File: src/rtl/pgs_pkg.sv
package pgs_pkg;

    localparam int NSRC     = 7;
    localparam int SRC_OV   = 0;
    localparam int SRC_OFF  = 1;
    localparam int SRC_HOT  = 2;
    localparam int SRC_PGX  = 3;
    localparam int SRC_ILIM = 4;
    localparam int SRC_XLIM = 5;
    localparam int SRC_DROP = 6;

    // scale factors, all over a common denominator of 40
    localparam logic [5:0] K_FB     = 6'd40;
    localparam logic [5:0] K_IN_HI  = 6'd42;
    localparam logic [5:0] K_IN_LO  = 6'd38;
    localparam logic [5:0] K_OUT_HI = 6'd43;
    localparam logic [5:0] K_OUT_LO = 6'd37;
    localparam logic [5:0] K_OV     = 6'd56;

    typedef struct packed {
        logic in_inner;
        logic in_outer;
        logic over_v;
    } win_t;

    // constant multiply by shift-and-add
    function automatic logic [31:0] cmul(input logic [31:0] x, input logic [5:0] k);
        logic [31:0] acc;
        acc = '0;
        for (int i = 0; i < 6; i++) begin
            if (k[i]) acc = acc + (x << i);
        end
        return acc;
    endfunction

endpackage

File: src/rtl/pgs_window.sv
module pgs_window
    import pgs_pkg::*;
#(
    parameter int W = 9
) (
    input  logic [W-1:0] fb_code,
    input  logic [W-1:0] ref_code,
    output win_t         win
);
    logic [31:0] fb_s, lo_in, hi_in, lo_out, hi_out, ov_th;

    always_comb begin
        fb_s   = cmul(32'(fb_code), K_FB);
        lo_in  = cmul(32'(ref_code), K_IN_LO);
        hi_in  = cmul(32'(ref_code), K_IN_HI);
        lo_out = cmul(32'(ref_code), K_OUT_LO);
        hi_out = cmul(32'(ref_code), K_OUT_HI);
        ov_th  = cmul(32'(ref_code), K_OV);
        win.in_inner = (fb_s >= lo_in)  && (fb_s <= hi_in);
        win.in_outer = (fb_s >= lo_out) && (fb_s <= hi_out);
        win.over_v   = (fb_s > ov_th);
    end
endmodule

File: src/rtl/pgs_pg_qual.sv
module pgs_pg_qual #(
    parameter int QUAL_CYC = 165000
) (
    input  logic clk,
    input  logic rst,
    input  logic run,
    input  logic in_inner,
    input  logic in_outer,
    input  logic sw_tick,
    output logic pg_st,
    output logic drop_evt
);
    localparam int QW = $clog2(QUAL_CYC + 1);

    logic [QW-1:0] cnt;
    logic          out_seen;

    assign drop_evt = pg_st && run && !in_outer && sw_tick && out_seen;

    always_ff @(posedge clk) begin
        if (rst || !run || !in_inner) begin
            cnt <= '0;
        end else if (cnt != QW'(QUAL_CYC)) begin
            cnt <= cnt + 1'b1;
        end
    end

    always_ff @(posedge clk) begin
        if (rst || !run || in_outer) begin
            out_seen <= 1'b0;
        end else if (sw_tick) begin
            out_seen <= 1'b1;
        end
    end

    always_ff @(posedge clk) begin
        if (rst || !run || drop_evt) begin
            pg_st <= 1'b0;
        end else if (in_inner && cnt == QW'(QUAL_CYC - 1)) begin
            pg_st <= 1'b1;
        end
    end
endmodule

File: src/rtl/pgs_oc_guard.sv
module pgs_oc_guard #(
    parameter int TRIP_LIMIT = 4
) (
    input  logic clk,
    input  logic rst,
    input  logic armed,
    input  logic sw_tick,
    input  logic ilim_trip,
    output logic oc_latch
);
    localparam int CW = $clog2(TRIP_LIMIT + 1);

    logic [CW-1:0] run_len;
    logic          trip_seen;
    logic          hit;

    assign hit = trip_seen || ilim_trip;

    always_ff @(posedge clk) begin
        if (rst || !armed || sw_tick) begin
            trip_seen <= 1'b0;
        end else if (ilim_trip) begin
            trip_seen <= 1'b1;
        end
    end

    always_ff @(posedge clk) begin
        if (rst || !armed) begin
            run_len <= '0;
        end else if (sw_tick) begin
            if (!hit) begin
                run_len <= '0;
            end else if (run_len != CW'(TRIP_LIMIT)) begin
                run_len <= run_len + 1'b1;
            end
        end
    end

    always_ff @(posedge clk) begin
        if (rst || !armed) begin
            oc_latch <= 1'b0;
        end else if (sw_tick && hit && run_len == CW'(TRIP_LIMIT)) begin
            oc_latch <= 1'b1;
        end
    end
endmodule

File: src/rtl/pgs_irq.sv
module pgs_irq #(
    parameter int N = 7
) (
    input  logic         clk,
    input  logic         rst,
    input  logic [N-1:0] set_vec,
    input  logic [N-1:0] clr_vec,
    input  logic [N-1:0] mask,
    output logic [N-1:0] status,
    output logic         irq
);
    for (genvar i = 0; i < N; i++) begin : g_bit
        always_ff @(posedge clk) begin
            if (rst) begin
                status[i] <= 1'b0;
            end else if (set_vec[i]) begin
                status[i] <= 1'b1;
            end else if (clr_vec[i]) begin
                status[i] <= 1'b0;
            end
        end
    end

    assign irq = |(status & ~mask);
endmodule

File: src/rtl/pwr_supervisor.sv
module pwr_supervisor
    import pgs_pkg::*;
#(
    parameter int FB_W       = 9,
    parameter int QUAL_CYC   = 165000,
    parameter int TRIP_LIMIT = 4
) (
    input  logic            clk,
    input  logic            rst,
    input  logic            en_raw,
    input  logic [FB_W-1:0] fb_code,
    input  logic [FB_W-1:0] ref_code,
    input  logic            sw_tick,
    input  logic            ilim_trip,
    input  logic            xlim_trip,
    input  logic            otp_flag,
    input  logic            pg_mask,
    input  logic [NSRC-1:0] irq_mask,
    input  logic [NSRC-1:0] irq_clr,
    output logic            pg_good,
    output logic            ov_fault,
    output logic            oc_fault,
    output logic            gate_off,
    output logic            discharge_req,
    output logic [NSRC-1:0] irq_status,
    output logic            irq
);
    logic            en_m, en_s, en_q;
    logic            otp_q;
    logic [FB_W-1:0] ref_q;
    win_t            win;
    logic            run, pg_st, drop_evt;
    logic [NSRC-1:0] set_vec;

    always_ff @(posedge clk) begin
        if (rst) begin
            en_m          <= 1'b0;
            en_s          <= 1'b0;
            en_q          <= 1'b0;
            otp_q         <= 1'b0;
            ref_q         <= '0;
            ov_fault      <= 1'b0;
            discharge_req <= 1'b0;
        end else begin
            en_m          <= en_raw;
            en_s          <= en_m;
            en_q          <= en_s;
            otp_q         <= otp_flag;
            ref_q         <= ref_code;
            ov_fault      <= ov_fault || win.over_v;
            discharge_req <= otp_q && !otp_flag;
        end
    end

    pgs_window #(.W(FB_W)) i_win (
        .fb_code (fb_code),
        .ref_code(ref_code),
        .win     (win)
    );

    assign gate_off = !en_s || ov_fault || oc_fault || otp_flag;
    assign run      = !gate_off;

    pgs_pg_qual #(.QUAL_CYC(QUAL_CYC)) i_pgq (
        .clk     (clk),
        .rst     (rst),
        .run     (run),
        .in_inner(win.in_inner),
        .in_outer(win.in_outer),
        .sw_tick (sw_tick),
        .pg_st   (pg_st),
        .drop_evt(drop_evt)
    );

    pgs_oc_guard #(.TRIP_LIMIT(TRIP_LIMIT)) i_ocg (
        .clk      (clk),
        .rst      (rst),
        .armed    (en_s),
        .sw_tick  (sw_tick),
        .ilim_trip(ilim_trip),
        .oc_latch (oc_fault)
    );

    always_comb begin
        set_vec           = '0;
        set_vec[SRC_OV]   = ov_fault;
        set_vec[SRC_OFF]  = en_q && !en_s;
        set_vec[SRC_HOT]  = otp_flag;
        set_vec[SRC_PGX]  = drop_evt && !pg_mask;
        set_vec[SRC_ILIM] = ilim_trip;
        set_vec[SRC_XLIM] = xlim_trip;
        set_vec[SRC_DROP] = ref_code < ref_q;
    end

    pgs_irq #(.N(NSRC)) i_irq (
        .clk    (clk),
        .rst    (rst),
        .set_vec(set_vec),
        .clr_vec(irq_clr),
        .mask   (irq_mask),
        .status (irq_status),
        .irq    (irq)
    );

    assign pg_good = pg_st && !pg_mask;
endmodule

File: config.mk
export PLATFORM = sky130hd
export DESIGN_NAME = pwr_supervisor
export DESIGN_NICKNAME = d
export VERILOG_FILES = /design/src/rtl/pgs_pkg.sv /design/src/rtl/pgs_window.sv /design/src/rtl/pgs_pg_qual.sv /design/src/rtl/pgs_oc_guard.sv /design/src/rtl/pgs_irq.sv /design/src/rtl/pwr_supervisor.sv
export SDC_FILE = /design/constraint.sdc
export NUM_CORES = 1
export LEC_CHECK = 0
export ABC_CLOCK_PERIOD_IN_PS = 6600
export BUFFER_PORTS_ARGS = -buffer_cell sky130_fd_sc_hd__buf_2
export CELL_PAD_IN_SITES_DETAIL_PLACEMENT = 2
export CELL_PAD_IN_SITES_GLOBAL_PLACEMENT = 2
export CORE_MARGIN = 3
export CORE_UTILIZATION = 38
export CTS_CLUSTER_DIAMETER = 50
export DETAILED_ROUTE_END_ITERATION = 12
export MAX_ROUTING_LAYER = met4
export PLACE_DENSITY = 0.87
export SLEW_MARGIN = 20
export SYNTH_ARGS = -nofsm -noshare
export SYNTH_HDL_FRONTEND = slang
export SYNTH_SLANG_ARGS = --single-unit
File: constraint.sdc
create_clock -name clk -period 6.6 [get_ports clk]
set_input_delay 0.33 -clock clk [delete_from_list [all_inputs] [get_ports clk]]
set_output_delay 0.33 -clock clk [all_outputs]
set_load 0.02 [all_outputs]
==> out/metrics.yaml, run 1 <==
outcome:
  status: "finished, final reports clean"
sta:
  max_freq_ghz: 0.160
  period_needed_ns: 6.25
  fin_skew_ns: 0.0178
  period_share_pct: 94.7
  grt_setup_unrepaired: "no"
  worst_pin_slew_ns: 1.22
  slew_headroom_pct: 18.1
  maxSlewViolCount: 0
  setup_tns_ns: 0
  setup_viol: 0
  finalHoldViolations: 0
setup_path:
  r2r-start: "i_ocg.oc_latch$_SDFFE_PP0P_"
  endpoint_kind: "flop"
  startpoint_type: "input port"
  r2r_cells: 6
  crit_required_ns: 6.77
  crit_type: "input port to flop"
  cp.arrival_ns: 6.42
  r2r-end: "i_pgq.pg_st$_SDFFE_PP0P_"
  r2r_slack_ns: 4.36
  critPathLaunch: "ref_code[2]"
  cp_max_fo: 13
final_layout:
  instances_no_fill: 1047
  areaGrowthSynthToFinish_pct: 10.6
  nFillCells: 1866
  drive_above_1_share_pct: 10.9
  final_nets: 1024
  final_core_util_pct: 42.9
  final_area_sq_mm: 0.00714
pwr:
  switching_share_pct: 49.9
  p_comb_share_pct: 67.0
  p_int_w: 0.000958
  power_frac_clock_pct: 17.2
  p_leak_nw: 3.32
  p_per_area_mw_per_mm2: 268
  vdd_ir_drop_max_mv: 0.103
  seq_power_share_pct: 15.8
  net-switching-power_w: 0.000955
drt:
  dr.pass1.iters: 7
  drt-initial-drc-count: 311
  routed-wl-met3_mm: 1.28
  m1WireLength_mm: 10.2
  dr_wl_met2_mm: 14.2
  routed.top_layer: "met4"
  vias: 6324
  via_per_inst: 6.04
  postRouteAntennaNets: 0
  wl_per_cell_um: 26.0
  routed_wl_mm: 27.2
  route.detailed.drc: 0
clock_tree:
  htree_levels: 2
  cts_root_buf: "clkbuf_16"
  cts-buffers-inserted: 5
  cts_tree: "built"
  post_cts_buffers: 0
  clk_path_buf_depth: 2
  clkSlewWorstSetupHoldPaths_ns: 0.07
  cts_sinks: 47
  insertion_delay_ns: 0.31
place:
  gp_congestion: 0.875
  hpwl_mm: 20.3
  port_buffers: 52
  dpl.cell_count: 1038
  placed_cell_area_sq_mm: 0.00696
grt:
  grt_util_all_layers_pct: 30.7
  grt_pass1_vias: 7401
  grt_pass1_wl_mm: 42.3
  antenna_found_initial: 1
  grt_max_degree: 25
  overflow: 0
synth:
  synthesis.nets: 973
  ys_async_sr_fraction_pct: 0
  synth_top_area_cell: "ha_1"
  synth_common_cells: "137 x ha_1, 85 x inv_1, 59 x nor2_1"
  synth-seq-cells: 47
  synth_area_sq_mm: 0.00646
  synth.most_common_cell: "ha_1"
  synth_edf_count: 0
  ys_types: 66
  avgSynthCellArea_sq_um: 8.35
  yosysWarnings: 0
  yosysSeqAreaShare_pct: 14.6
  synth-main-ff-cell: "dfxtp_1"
  synth_cells: 774
  synth.area.top_cells: "ha_1 27%, dfxtp_1 15%, fa_1 6.8%"
  yosysTopAreaCellShare_pct: 26.5
min_path:
  hold_depth: 2
  hold_path_class: "input port to flop"
  hold_path_end: "i_irq.status[3]$_SDFFE_PP0P_"
  hp-start: "irq_clr[3]"
floorplan:
  io_pins: 53
  die-width_um: 136
  die-area_sq_mm: 0.0186
  initial_utilization_pct: 38.8
  num_rows: 47
  core_sq_mm: 0.0166
  die_h_um: 136
job:
  maxCapViolCount: 0
-- flip-flops by register name (all words and copies together) (netlist names) --
register         cells
i_ocg.run_len        3
en_m                 1
i_ocg.trip_seen      1
ref_q                9
i_pgq.cnt           18
i_pgq.pg_st          1
en_q                 1
ov_fault             1
i_pgq.out_seen       1
i_irq.status         7
en_s                 1
discharge_req        1
otp_q                1
i_ocg.oc_latch       1
-- critical path, cell delays in order --
cell and delay [ns]:
buf_2 0.31, ha_1 0.33, a21o_1 0.20, a21oi_1 0.34, o21ai_0 0.25, or2_2 0.34
xor2_1 0.22, inv_1 0.09, fa_1 0.49, inv_1 0.05, ha_1 0.33, nor2b_1 0.16
o31a_1 0.29, o211ai_2 0.23, mux2i_1 0.10, a2111oi_1 0.47, ha_1 0.34, a21o_1 0.22
a211o_1 0.30, or4_1 0.41, a22oi_1 0.31, nand2b_1 0.19, o32ai_1 0.09
-- cell type report --
| class | instances | area, sq um | area share [%] |
|---|---|---|---|
| Multi-Input combinational cell | 632 | 5160 | 72.2 |
| Tap cell | 220 | 275 | 3.85 |
| Clock inverter | 2 | 38.8 | 0.543 |
| Clock buffer | 6 | 139 | 1.94 |
| Inverter | 86 | 323 | 4.52 |
| Sequential cell | 47 | 941 | 13.2 |
| Timing Repair Buffer | 53 | 268 | 3.75 |
| Antenna cell | 1 | 2.50 | 0.0350 |
-- through the flow --
stage / total power, W / hold WS, ns / setup WS [ns]
after floorplan: 0.00110 / 0.402 / 1.30
after global placement: 0.00134 / 0.424 / 0.727
after detailed placement: 0.00150 / 0.457 / 0.287
after CTS: 0.00189 / 0.236 / 0.373
after global routing: 0.00203 / 0.240 / 0.0158
final: 0.00191 / 0.240 / 0.351
-- metal layers --
metal	global-route usage (%)	vias to the layer above
met3	6.40	116
met5	-	-
li1	-	2838
met2	56.1	199
met1	30.6	3171
met4	16.0	0
-- power groups by stage --
stage	registers [W]	logic, W	clock network, W
detailed placement	0.000309	0.00119	0
CTS	0.000303	0.00126	0.000329
global route	0.000304	0.00139	0.000341
floorplan	0.000312	0.000789	0
global placement	0.000307	0.00103	0
finish	0.000303	0.00128	0.000328
-- cells by family after synthesis --
family / share of synthesized area [%]
and+or+nand+nor: 19.7
AOI/OAI and AO/OA: 16.9
adders and majority gates: 33.3
buffers and inverters: 5.77
xor gates and xnor gates: 9.22
DFF: 14.6
muxes: 0.465
-- worst max path at each step --
stage / slack [ns] / endpoint
6_report: 0.35 / i_irq.status[3]$_SDFFE_PP0P_
2_1_floorplan: 1.30 / i_irq.status[3]$_SDFFE_PP0P_
3_3_place_gp: 0.73 / i_irq.status[3]$_SDFFE_PP0P_
3_5_place_dp: 0.29 / i_irq.status[3]$_SDFFE_PP0P_
5_1_grt: 0.02 / i_pgq.pg_st$_SDFFE_PP0P_
4_1_cts: 0.37 / i_pgq.pg_st$_SDFFE_PP0P_
-- timing repair --
action,4_1_cts,5_1_grt
setup endpoints to repair,0,2
hold buffers,0,0
gates resized for setup,0,1
-- placed cells by master (no fill, tap or decap), types with 3 or more instances in the layout --
master and n:
a21o_1 26, clkbuf_16 5, fa_1 22, nand2_1 43
or3_1 8, o211ai_1 5, o22ai_1 7, a31oi_1 3
o21ai_1 3, ha_1 137, nor3_2 7, buf_2 52
a2111oi_0 3, mux2i_1 3, and3_1 3, inv_1 85
nor2b_1 18, or4_1 4, or2_2 5, nand4_1 7
a21oi_1 50, nand4b_1 3, xnor2_1 33, dfxtp_1 47
o21a_1 3, a211oi_1 4, nand2b_1 14, xor2_1 34
nand3_1 23, and2_1 3, a21oi_2 3, a211o_1 4
o21ai_0 23, nor3_1 26, o41ai_1 7, nor2_1 59
Note: power is estimated with default switching activity, not from simulation.
==> run 2: changes to the inputs <==
--- a/config.mk
+++ b/config.mk
@@ -7,15 +7,16 @@
 export LEC_CHECK = 0
 export ABC_CLOCK_PERIOD_IN_PS = 6600
 export BUFFER_PORTS_ARGS = -buffer_cell sky130_fd_sc_hd__buf_2
-export CELL_PAD_IN_SITES_DETAIL_PLACEMENT = 2
-export CELL_PAD_IN_SITES_GLOBAL_PLACEMENT = 2
+export CELL_PAD_IN_SITES_DETAIL_PLACEMENT = 1
+export CELL_PAD_IN_SITES_GLOBAL_PLACEMENT = 1
 export CORE_MARGIN = 3
-export CORE_UTILIZATION = 38
+export CORE_UTILIZATION = 47
 export CTS_CLUSTER_DIAMETER = 50
 export DETAILED_ROUTE_END_ITERATION = 12
 export MAX_ROUTING_LAYER = met4
-export PLACE_DENSITY = 0.87
+export PLACE_DENSITY_LB_ADDON = 0.1
 export SLEW_MARGIN = 20
 export SYNTH_ARGS = -nofsm -noshare
 export SYNTH_HDL_FRONTEND = slang
 export SYNTH_SLANG_ARGS = --single-unit
+export TNS_END_PERCENT = 30
==> run 2 against run 1 <==
Via count decreased by 7.9%. Die area decreased by 18%. Wire length decreased by 28%. Final area decreased by 1.3%. First-iteration DRC count decreased by 33%. Global-route usage decreased by 3.3 points. Clock power decreased by 19%. Worst setup slack improved by 0.50 ns. Core utilization increased by 9.9 points. Non-clock buffer count increased by 1. Clock skew decreased by 0.0035 ns. Critical endpoint unchanged.
==> out/metrics.yaml, run 2 (same netlist as run 1, synthesis figures left out) <==
sta:
  worst_pin_slew_ns: 0.978
  max_freq_ghz: 0.174
  period_share_pct: 87.2
  fin_skew_ns: 0.0143
  maxSlewViolCount: 0
  period_needed_ns: 5.75
  holdWs_ns: 0.242
  slew_headroom_pct: 34.3
  finalHoldViolations: 0
  setup_tns_ns: 0
  grt_setup_unrepaired: "no"
  setup_viol: 0
drt:
  drt-initial-drc-count: 207
  postRouteAntennaNets: 0
  dr.pass1.iters: 4
  route.detailed.drc: 0
  vias: 5824
  via_per_inst: 5.80
  routed_wl_mm: 19.6
  wl_per_cell_um: 19.5
clock_tree:
  cts_root_buf: "clkbuf_16"
  cts_hold_buf: 0
  cts-buffers-inserted: 5
  cts_resized: 0
  clkSlewWorstSetupHoldPaths_ns: 0.06
  cts_tree: "built"
  post_cts_buffers: 0
  clk_path_buf_depth: 2
  cts_sinks: 47
  htree_levels: 2
  insertion_delay_ns: 0.31
setup_path:
  r2r_slack_ns: 4.45
  max_stage_delay_ns: 0.51
  cp_max_fo: 12
  cp.arrival_ns: 5.92
  r2r-end: "i_pgq.pg_st$_SDFFE_PP0P_"
  crit_type: "input port to flop"
  slowest_stage: "fa_1"
  endpoint_kind: "flop"
  startpoint_type: "input port"
  r2r_cells: 6
  r2r-start: "ov_fault$_SDFF_PP0_"
  worstPathCellList: "buf_2 -> ha_1 -> fa_1 -> a21o_1 -> a21oi_1 -> nor2_1 -> a211o_1 -> o211ai_1 -> xnor2_1 -> fa_1 -> inv_1 -> ha_1 -> or3_1 -> o211ai_2 -> mux2i_1 -> a2111oi_0 -> ha_1 -> a21o_1 -> a211o_1 -> or4_1 -> a22oi_1 -> nand2b_1 -> o32ai_1"
  crit_top_cell: "ha_1"
  crit_required_ns: 6.77
grt:
  grt_pass1_wl_mm: 31.6
  grt_util_all_layers_pct: 27.4
  grt_max_degree: 25
  antenna_found_initial: 2
  grt_pass1_vias: 6337
  overflow: 0
min_path:
  hp-start: "xlim_trip"
  hold_depth: 3
  hold_path_class: "input port to flop"
  hold_path_end: "i_irq.status[5]$_SDFFE_PP0P_"
final_layout:
  nFillCells: 1663
  drive_above_1_share_pct: 10.8
  instances_no_fill: 1005
  final_nets: 1025
  final_cell_mix: "137 x ha_1, 85 x inv_1, 59 x nor2_1"
  largest_reg_flops: 18
  regMostFlops: "i_pgq.cnt"
  areaGrowthSynthToFinish_pct: 9.16
  reg_top3: "i_pgq.cnt: 18 flops, ref_q: 9 flops, i_irq.status: 7 flops"
  final_common_cell: "ha_1"
place:
  gp_congestion: 0.929
  hpwl_mm: 16.2
  dpl.cell_count: 995
  port_buffers: 52
pwr:
  p_leak_nw: 3.30
  p_per_area_mw_per_mm2: 238
  vdd_ir_drop_max_mv: 0.113
job:
  maxCapViolCount: 0
floorplan:
  num_rows: 42
  die-width_um: 123
  io_pins: 53
  core_sq_mm: 0.0133
  die-area_sq_mm: 0.0152
  initial_utilization_pct: 48.4
  die_h_um: 123
outcome:
  status: "finished, final reports clean"
-- run 2: cell count changes in the layout (fill, tap and decap cells not counted), sizes merged --
cell	delta
bufinv	-1
diode	+1
buf	+1
inv	-1
clkinvlp	+1
clkinv	+1
-- run 2: final cells by class --
class / instances / area [sq um] / area share, %
clock inverter: 2 / 12.5 / 0.177
antenna: 2 / 5.00 / 0.0709
clock buffer: 6 / 129 / 1.83
multi-input combinational: 632 / 5150 / 73.0
inverter: 86 / 323 / 4.58
sequential: 47 / 941 / 13.3
tap: 176 / 220 / 3.12
timing repair buffer: 54 / 275 / 3.90
-- run 2: stage by stage --
step	utilization (%)	power, W	instance area [sq um]	worst slack (ns)
after floorplan	-	0.00110	6460	1.30
after CTS	52.8	0.00168	7050	0.875
after global placement	51.8	0.00133	6910	0.728
after global routing	52.8	0.00182	7050	0.537
final	52.8	0.00168	7050	0.846
after detailed placement	51.8	0.00140	6910	0.572
-- run 2: worst max-delay path, delay by kind of cell --
| family | cells | cell delay (ns) |
|---|---|---|
| fa+ha+maj | 5 | 1.90 |
| xor+xnor | 1 | 0.13 |
| mux | 1 | 0.10 |
| buf+inv | 2 | 0.25 |
| simple gates | 4 | 1.02 |
| compound gates | 10 | 2.22 |
-- run 2: layer usage --
layer	wire [um]	vias up	global-route usage, %
met3	698	39	4.35
met1	8640	2850	32.8
met2	9760	94	47.5
met4	497	0	8.17
li1	-	2841	-
met5	0	-	-
-- run 2: power breakdown --
part	internal (W)	switching, W	leakage, nW
combinational	0.000450	0.000658	2.85
sequential	0.000294	0.00000880	0.384
clock	0.000140	0.000126	0.0669
-- run 2: worst max-delay path by stage --
stage,from,endpoint,slack [ns],depth (start not counted)
floorplan,ref_code[0],i_irq.status[3]$_SDFFE_PP0P_,1.30,22
global placement,ref_code[1],i_irq.status[3]$_SDFFE_PP0P_,0.73,24
detailed placement,ref_code[1],i_irq.status[3]$_SDFFE_PP0P_,0.57,23
CTS,ref_code[1],i_irq.status[3]$_SDFFE_PP0P_,0.88,23
global route,ref_code[2],i_irq.status[3]$_SDFFE_PP0P_,0.54,23
finish,ref_code[1],i_irq.status[3]$_SDFFE_PP0P_,0.85,23
==> run 3: changes to the inputs <==
--- a/config.mk
+++ b/config.mk
@@ -11,10 +11,11 @@
 export CELL_PAD_IN_SITES_GLOBAL_PLACEMENT = 1
 export CORE_MARGIN = 3
 export CORE_UTILIZATION = 47
-export CTS_CLUSTER_DIAMETER = 50
+export CTS_CLUSTER_DIAMETER = 120
 export DETAILED_ROUTE_END_ITERATION = 12
 export MAX_ROUTING_LAYER = met4
 export PLACE_DENSITY_LB_ADDON = 0.1
+export RECOVER_POWER = 25
 export SLEW_MARGIN = 20
 export SYNTH_ARGS = -nofsm -noshare
 export SYNTH_HDL_FRONTEND = slang
==> run 3 against run 2 <==
Sequential power about the same. Critical path depth is the same. Final area is essentially flat. Cell count unchanged. Via count is 0.50% higher. Die area unchanged. Worst setup slack worse by 0.024 ns. Hold slack worse by 0.0056 ns. Combinational power barely moved. Largest cell class unchanged.
==> out/metrics.yaml, run 3 (same netlist as run 1, synthesis figures left out) <==
sta:
  period_share_pct: 87.5
  grt_setup_unrepaired: "no"
  timing.final.ws_setup_ns: 0.822
  worst_pin_slew_ns: 1.23
  setup_tns_ns: 0
  setup_viol: 0
  finalHoldViolations: 0
  period_needed_ns: 5.78
  maxSlewViolCount: 0
  max_freq_ghz: 0.173
  holdWs_ns: 0.237
  fin_skew_ns: 0.0147
  slew_headroom_pct: 18.2
setup_path:
  r2r-start: "ov_fault$_SDFF_PP0_"
  critPathLaunch: "ref_code[1]"
  endpoint_kind: "flop"
  r2r_slack_ns: 4.44
  r2r-end: "i_pgq.pg_st$_SDFFE_PP0P_"
  startpoint_type: "input port"
  crit_type: "input port to flop"
  cp.arrival_ns: 5.92
  crit_required_ns: 6.74
  worstPathCellList: "buf_2 -> ha_1 -> fa_1 -> a21o_1 -> a21oi_1 -> nor2_1 -> a211o_1 -> o211ai_1 -> xnor2_1 -> fa_1 -> inv_1 -> ha_1 -> or3_1 -> o211ai_2 -> mux2i_1 -> a2111oi_0 -> ha_1 -> a21o_1 -> a211o_1 -> or4_1 -> a22oi_1 -> nand2b_1 -> o32ai_1"
  r2r_cells: 6
  crit_path_end: "i_irq.status[3]$_SDFFE_PP0P_"
  max_stage_delay_ns: 0.51
  slowest_stage: "fa_1"
  crit_top_cell: "ha_1"
  cp_max_fo: 12
clock_tree:
  cts_sinks: 47
  htree_levels: 2
  cts_hold_buf: 0
  clkSlewWorstSetupHoldPaths_ns: 0.06
  cts_root_buf: "clkbuf_16"
  insertion_delay_ns: 0.31
  clk_path_buf_depth: 2
  post_cts_buffers: 0
  cts-buffers-inserted: 5
  cts_tree: "built"
  cts_resized: 0
place:
  hpwl_mm: 16.2
  port_buffers: 52
  place_ws_ns: 0.572
  gp_congestion: 0.929
final_layout:
  nFillCells: 1664
  final_nets: 1025
  drive_above_1_share_pct: 10.6
  final_common_cell: "ha_1"
  final_core_util_pct: 52.8
  regMostFlops: "i_pgq.cnt"
  reg_top3: "i_pgq.cnt: 18 flops, ref_q: 9 flops, i_irq.status: 7 flops"
  areaGrowthSynthToFinish_pct: 9.14
  final-seq-area_sq_um: 941
  multi_input_area_sq_mm: 0.00515
  largest_reg_flops: 18
  final_cell_mix: "137 x ha_1, 85 x inv_1, 59 x nor2_1"
job:
  maxCapViolCount: 0
grt:
  grt_pass1_wl_mm: 31.6
  grt_pass1_vias: 6337
  grt_util_all_layers_pct: 27.4
  overflow: 0
  grt_max_degree: 25
  antenna_found_initial: 2
min_path:
  hold_path_class: "input port to flop"
drt:
  routed_wl_mm: 19.6
  route.detailed.drc: 0
  via_per_inst: 5.82
  drt-initial-drc-count: 207
  postRouteAntennaNets: 0
  vias: 5853
  wl_per_cell_um: 19.6
  dr.pass1.iters: 4
pwr:
  p_per_area_mw_per_mm2: 238
  p_leak_nw: 3.30
  vdd_ir_drop_max_mv: 0.113
  power_w: 0.00168
floorplan:
  io_pins: 53
  die-width_um: 123
  initial_utilization_pct: 48.4
  die-area_sq_mm: 0.0152
  die_h_um: 123
  core_sq_mm: 0.0133
  num_rows: 42
outcome:
  status: "finished, final reports clean"
==> run 3: through the flow <==
step	instance area (sq um)	instances
2_1_floorplan	6460	774
3_3_place_gp	6910	995
3_5_place_dp	6910	995
4_1_cts	7050	1003
5_1_grt	7050	1005
6_report	7050	1005
==> run 3: metal layers <==
metal	global-route usage, %	up-vias	wire length, um
li1	-	2840	-
met1	32.8	2878	8650
met2	47.5	100	9800
met3	4.35	35	718
met4	8.17	0	486
met5	-	-	0
==> run 3: worst min path at each step <==
stage / startpoint / to / slack (ns) / depth (start not counted)
2_1_floorplan: rst / otp_q$_SDFF_PP0_ / 0.40 / 1
6_report: xlim_trip / i_irq.status[5]$_SDFFE_PP0P_ / 0.24 / 3
3_5_place_dp: en_m$_SDFF_PP0_ / en_s$_SDFF_PP0_ / 0.44 / 1
3_3_place_gp: en_m$_SDFF_PP0_ / en_s$_SDFF_PP0_ / 0.43 / 1
4_1_cts: xlim_trip / i_irq.status[5]$_SDFFE_PP0P_ / 0.25 / 3
5_1_grt: irq_clr[3] / i_irq.status[3]$_SDFFE_PP0P_ / 0.25 / 2
==> run 3: worst max-delay path: cells and delay by family <==
family / cells / cell delay (ns)
compound gates: 10 / 2.22
fa+ha+maj: 5 / 1.90
simple gates: 4 / 1.02
buf+inv: 2 / 0.25
xor+xnor: 1 / 0.13
mux: 1 / 0.10
==> run 3: where the power goes <==
part           internal [W]  switching (W)  total (W)
Combinational      0.000450       0.000658    0.00111
Sequential         0.000294     0.00000864   0.000302
Clock              0.000141       0.000128   0.000268
==> run 3: layout make-up <==
| class | instances | area share [%] |
|---|---|---|
| Tap cell | 176 | 3.12 |
| Sequential cell | 47 | 13.3 |
| Clock buffer | 6 | 1.83 |
| Clock inverter | 2 | 0.177 |
| Timing Repair Buffer | 54 | 3.89 |
| Inverter | 86 | 4.58 |
| Multi-Input combinational cell | 632 | 73.0 |
| Antenna cell | 2 | 0.0710 |
